**config.mk**
```make
export PLATFORM = sky130hd
export DESIGN_NAME = alu_selftest_top
export DESIGN_NICKNAME = d
export VERILOG_FILES = /design/src/rtl/alu_st_pkg.sv /design/src/rtl/lfsr_stim.sv /design/src/rtl/alu4.sv /design/src/rtl/mismatch_detect.sv /design/src/rtl/alu_selftest_top.sv
export SDC_FILE = /design/constraint.sdc
export NUM_CORES = 1
export LEC_CHECK = 0
export ABC_CLOCK_PERIOD_IN_PS = 7200
export BUFFER_PORTS_ARGS = -buffer_cell sky130_fd_sc_hd__clkbuf_2
export CAP_MARGIN = 0
export CORE_UTILIZATION = 30
export CTS_BUF_LIST = sky130_fd_sc_hd__clkbuf_8
export DETAILED_ROUTE_END_ITERATION = 12
export GPL_TIMING_DRIVEN = 0
export PLACE_DENSITY = 0.58
export SLEW_MARGIN = 20
export SYNTH_ARGS = -nofsm -noshare
export SYNTH_HDL_FRONTEND = slang
export SYNTH_HIERARCHICAL = 1
export SYNTH_SLANG_ARGS = --single-unit
```
**constraint.sdc**
```tcl
create_clock -name clk -period 7.2 [get_ports clk]
set_input_delay 1.08 -clock clk [delete_from_list [all_inputs] [get_ports clk]]
set_output_delay 1.08 -clock clk [all_outputs]
set_load 0.02 [all_outputs]
```
**src/rtl/alu_st_pkg.sv**
```systemverilog
package alu_st_pkg;
  typedef enum logic [2:0] {
    OP_AND = 3'd0,
    OP_OR  = 3'd1,
    OP_XOR = 3'd2,
    OP_INC = 3'd3,
    OP_DEC = 3'd4,
    OP_ADC = 3'd5,
    OP_GT  = 3'd6,
    OP_LT  = 3'd7
  } alu_op_e;
endpackage

```
**src/rtl/lfsr_stim.sv**
```systemverilog
module lfsr_stim #(
  parameter int          LW   = 12,
  parameter logic [LW-1:0] SEED = 12'hACE,
  parameter logic [LW-1:0] TAPS = 12'h829
) (
  input  logic          clk,
  input  logic          rst,
  input  logic          run_en,
  output logic [LW-1:0] state
);
  logic fb;
  assign fb = ^(state & TAPS);

  always_ff @(posedge clk) begin
    if (rst)         state <= SEED;
    else if (run_en) state <= {state[LW-2:0], fb};
  end

  AST_NEVER_ZERO: assert property (@(posedge clk) disable iff (rst)
    state != '0);
  AST_HOLD_IDLE: assert property (@(posedge clk) disable iff (rst)
    !run_en |=> $stable(state));
  AST_SHIFT_STEP: assert property (@(posedge clk) disable iff (rst)
    run_en |=> state[LW-1:1] == $past(state[LW-2:0]));
endmodule

```
**src/rtl/alu4.sv**
```systemverilog
module alu4
  import alu_st_pkg::*;
#(
  parameter int DW        = 4,
  parameter bit HAS_FAULT = 1'b0,
  localparam int RW       = 2 * DW
) (
  input  logic [DW-1:0] a,
  input  logic [DW-1:0] b,
  input  logic          cin,
  input  logic [2:0]    op,
  input  logic          inject,
  output logic [RW-2:0] res,
  output logic          cout
);
  logic [RW-1:0] ax, bx, full, outv;

  assign ax = RW'(a);
  assign bx = RW'(b);

  always_comb begin
    case (alu_op_e'(op))
      OP_AND:  full = ax & bx;
      OP_OR:   full = ax | bx;
      OP_XOR:  full = ax ^ bx;
      OP_INC:  full = ax + RW'(1);
      OP_DEC:  full = ax - RW'(1);
      OP_ADC:  full = ax + bx + RW'(cin);
      OP_GT:   full = RW'(a > b);
      default: full = RW'(a < b);
    endcase
  end

  generate
    if (HAS_FAULT) begin : g_faulty
      always_comb begin
        if (inject && alu_op_e'(op) == OP_AND) outv = '0;
        else                                   outv = full;
      end
    end else begin : g_clean
      logic unused_inject;
      assign unused_inject = inject;
      assign outv = full;
    end
  endgenerate

  assign res  = outv[RW-2:0];
  assign cout = outv[RW-1];
endmodule

```
**src/rtl/mismatch_detect.sv**
```systemverilog
module mismatch_detect #(
  parameter int RW     = 8,
  parameter int STEP_W = 16
) (
  input  logic              clk,
  input  logic              rst,
  input  logic              run_en,
  input  logic [RW-1:0]     gold_full,
  input  logic [RW-1:0]     dut_full,
  output logic              mismatch,
  output logic              error_seen,
  output logic [STEP_W-1:0] first_err_step
);
  localparam logic [STEP_W-1:0] STEP_MAX = '1;

  logic [RW-1:0]     diff;
  logic              differ;
  logic [STEP_W-1:0] step_cnt;

  assign diff   = gold_full ^ dut_full;
  assign differ = |diff;

  always_ff @(posedge clk) begin
    if (rst) begin
      mismatch       <= 1'b0;
      error_seen     <= 1'b0;
      first_err_step <= '0;
      step_cnt       <= '0;
    end else begin
      mismatch <= differ;
      if (differ && !error_seen) begin
        error_seen     <= 1'b1;
        first_err_step <= step_cnt;
      end
      if (run_en && step_cnt != STEP_MAX) step_cnt <= step_cnt + 1'b1;
    end
  end

  AST_STICKY_ERR: assert property (@(posedge clk) disable iff (rst)
    error_seen |=> error_seen);
  AST_MISMATCH_FLAGGED: assert property (@(posedge clk) disable iff (rst)
    mismatch |-> error_seen);
  AST_FIRST_FROZEN: assert property (@(posedge clk) disable iff (rst)
    error_seen |=> $stable(first_err_step));
endmodule

```
**src/rtl/alu_selftest_top.sv**
```systemverilog
module alu_selftest_top #(
  parameter int          DW     = 4,
  parameter int          STEP_W = 16,
  parameter logic [11:0] SEED   = 12'hACE,
  localparam int         LW     = 2 * DW + 4,
  localparam int         RW     = 2 * DW
) (
  input  logic              clk,
  input  logic              rst,
  input  logic              run_en,
  input  logic              inject_en,
  output logic [DW-1:0]     stim_a,
  output logic [DW-1:0]     stim_b,
  output logic              stim_cin,
  output logic [2:0]        stim_op,
  output logic [RW-2:0]     gold_res,
  output logic              gold_cout,
  output logic [RW-2:0]     dut_res,
  output logic              dut_cout,
  output logic              mismatch,
  output logic              error_seen,
  output logic [STEP_W-1:0] first_err_step
);
  logic [LW-1:0] state;

  lfsr_stim #(.LW(LW), .SEED(SEED), .TAPS(12'h829)) i_lfsr (
    .clk(clk), .rst(rst), .run_en(run_en), .state(state)
  );

  assign stim_a   = state[DW-1:0];
  assign stim_b   = state[2*DW-1:DW];
  assign stim_cin = state[2*DW];
  assign stim_op  = state[2*DW+3:2*DW+1];

  alu4 #(.DW(DW), .HAS_FAULT(1'b0)) i_gold (
    .a(stim_a), .b(stim_b), .cin(stim_cin), .op(stim_op),
    .inject(1'b0), .res(gold_res), .cout(gold_cout)
  );

  alu4 #(.DW(DW), .HAS_FAULT(1'b1)) i_dut (
    .a(stim_a), .b(stim_b), .cin(stim_cin), .op(stim_op),
    .inject(inject_en), .res(dut_res), .cout(dut_cout)
  );

  mismatch_detect #(.RW(RW), .STEP_W(STEP_W)) i_det (
    .clk(clk), .rst(rst), .run_en(run_en),
    .gold_full({gold_cout, gold_res}), .dut_full({dut_cout, dut_res}),
    .mismatch(mismatch), .error_seen(error_seen),
    .first_err_step(first_err_step)
  );

  AST_CLEAN_AGREE: assert property (@(posedge clk) disable iff (rst)
    !inject_en |-> {gold_cout, gold_res} == {dut_cout, dut_res});
  AST_NONAND_AGREE: assert property (@(posedge clk) disable iff (rst)
    stim_op != 3'd0 |-> {gold_cout, gold_res} == {dut_cout, dut_res});
  AST_NO_SPURIOUS: assert property (@(posedge clk) disable iff (rst)
    !inject_en && !$past(inject_en) && !$past(rst) |=> !mismatch);
endmodule

```
==> impl_metrics.json <==
{
  "post_cts.resized_instances": 0,
  "cts_root_buffer": "sky130_fd_sc_hd__clkbuf_8",
  "worstPathMaxFanout": 15,
  "final-setup-viol-count": 0,
  "die-height_um": 113,
  "status": "finished, final reports clean",
  "maxCapViolations": 0,
  "tightestPinTransition_ps": 839,
  "total_setup_buffers_inserted_after_cts": 0,
  "worst_ep_arrival_time_ps": 3100,
  "fill_cells": 1240,
  "cts.hold.buffers_added": 0,
  "globalRouteOverflowTotal": 0,
  "tritoncts": "done",
  "place.gp.congestion": 0.871,
  "detailedPlacementHpwl_um": 6980,
  "drt_drc_violations_left": 0,
  "cp.required_ps": 6120,
  "detail_route.wirelength_um": 9270,
  "ctsHtreeMaxLevel": 2,
  "detail_route.iter0.violations": 211,
  "placement_rows": 40,
  "layout_worst_path_cycle_share_pct": 58.0,
  "final_common_cell": "sky130_fd_sc_hd__clkbuf_2",
  "starting_density_pct": 30.7,
  "clkTransAtPathRegs_ps": 80,
  "synth_area_per_inst_um2": 8.69,
  "power-per-cell-area_nw_per_um2": 183,
  "post_synth_inst_count": 422,
  "slew_viol_final": 0,
  "hold_path.startpoint": "i_det/first_err_step[11]",
  "max_clock_freq_mhz": 239,
  "via_count_of_the_first_global_routing_pass": 3145,
  "worst_hold_path_type": "reg -> reg",
  "ir_drop_mv": 0.0854,
  "end_kind": "output port",
  "finalClockSkew_ps": 8.37,
  "synth_fp_nets": 459,
  "mostFrequentLayoutCells": "sky130_fd_sc_hd__clkbuf_2, sky130_fd_sc_hd__dfxtp_1, sky130_fd_sc_hd__nand2b_1",
  "tritoncts_num_sinks": 46,
  "area_growth_pct": 15.6,
  "finalWorstPathRequiredPeriod_ps": 4180,
  "core_area_um2": 12000,
  "die-width_um": 113,
  "rsz_0062_raised_after_global_routing": "no",
  "layout-drive-gt1-share_pct": 20.7,
  "reg2reg_from": "i_lfsr/state[1]",
  "path_class": "reg -> out",
  "numCtsBuffers": 5,
  "cts.path.max_buffers": 2,
  "finalHoldViolCount": 0,
  "setup_tns_ps": 0,
  "slew_headroom_pct": 44.0,
  "yosysWarningCount": 6,
  "die_area_um2": 12700,
  "port_buffers": 49,
  "detail_route.first_pass.iterations": 4,
  "grt_first_pass_wirelength_um": 15400,
  "io_pins": 50,
  "pin_count_of_the_biggest_net_entering_global_routing": 19,
  "detail_route.wl_per_cell_um": 14.8,
  "grt.total_usage_pct": 15.0,
  "worstSkewPairLatency_ps": 300,
  "fin_worst_hold_slack_ps": 476,
  "nNetsFinal": 515,
  "leakage_nw": 1.89,
  "worst_setup_path_startpoint": "i_lfsr/state[1]",
  "syn_area_um2": 3670,
  "routed_via_density": 5.17,
  "antenna-diode-count": 0,
  "antenna_found_initial": 0,
  "num_vias": 3234,
  "critical_path.startpoint_type": "register",
  "drt.antenna.violating_nets": 0
}
stage by stage:
stage	instance area, um^2	total power, W	util (%)	instances	setup WS [ps]
after floorplan	3670	0.000474	-	422	3710
after global placement	4100	0.000541	34.3	618	3260
after detailed placement	4100	0.000547	34.3	618	3280
after CTS	4240	0.000782	35.4	626	2990
after global routing	4240	0.000816	35.4	626	2810
final	4240	0.000775	35.4	626	3020
routing by layer:
layer  vias up  track usage (%)  share of wire (%)  wire length, um
met5         -                0                  0                0
met4         0             5.24                1.5              143
met3        12             2.21                3.5              325
met2        68             25.8                 47             4400
met1      1547             19.1                 47             4400
li1       1607                -                  -                -
worst max-delay path, cell delays in order (launching register included):
cell	delay [ps]
sky130_fd_sc_hd__dfxtp_1	770
sky130_fd_sc_hd__inv_1	320
sky130_fd_sc_hd__ha_1	420
sky130_fd_sc_hd__o21bai_1	160
sky130_fd_sc_hd__a221oi_1	110
sky130_fd_sc_hd__or3_1	370
sky130_fd_sc_hd__a31oi_1	390
sky130_fd_sc_hd__clkbuf_2	250
final timing paths:
path	to	slack [ps]	depth (start not counted)
max	dut_res[0]	3020	7
min	i_det/first_err_step[11]	480	2
max reg2reg	i_det/first_err_step[2]	3310	11
min reg2reg	i_det/first_err_step[11]	480	2
state kept, by name (all words and copies together), names as in the netlist:
| register | flops |
|---|---|
| i_det/mismatch | 1 |
| i_det/first_err_step | 16 |
| i_det/step_cnt | 16 |
| i_det/error_seen | 1 |
| i_lfsr/state | 12 |
power by group:
part           switching, W  internal [W]
Sequential        0.0000236      0.000263
Combinational      0.000148      0.000105
Clock             0.0000869      0.000148
Total              0.000259      0.000516
area by class of cell:
class,count,area [um^2],area share (%)
Multi-Input combinational cell,316,2450,57.7
Sequential cell,46,921,21.7
Timing Repair Buffer,49,245,5.78
Buffer,29,185,4.37
Tap cell,147,184,4.34
Inverter,31,116,2.74
Clock buffer,6,82.6,1.95
Clock inverter,2,60.1,1.42
Note: power is estimated with default switching activity, not from simulation.
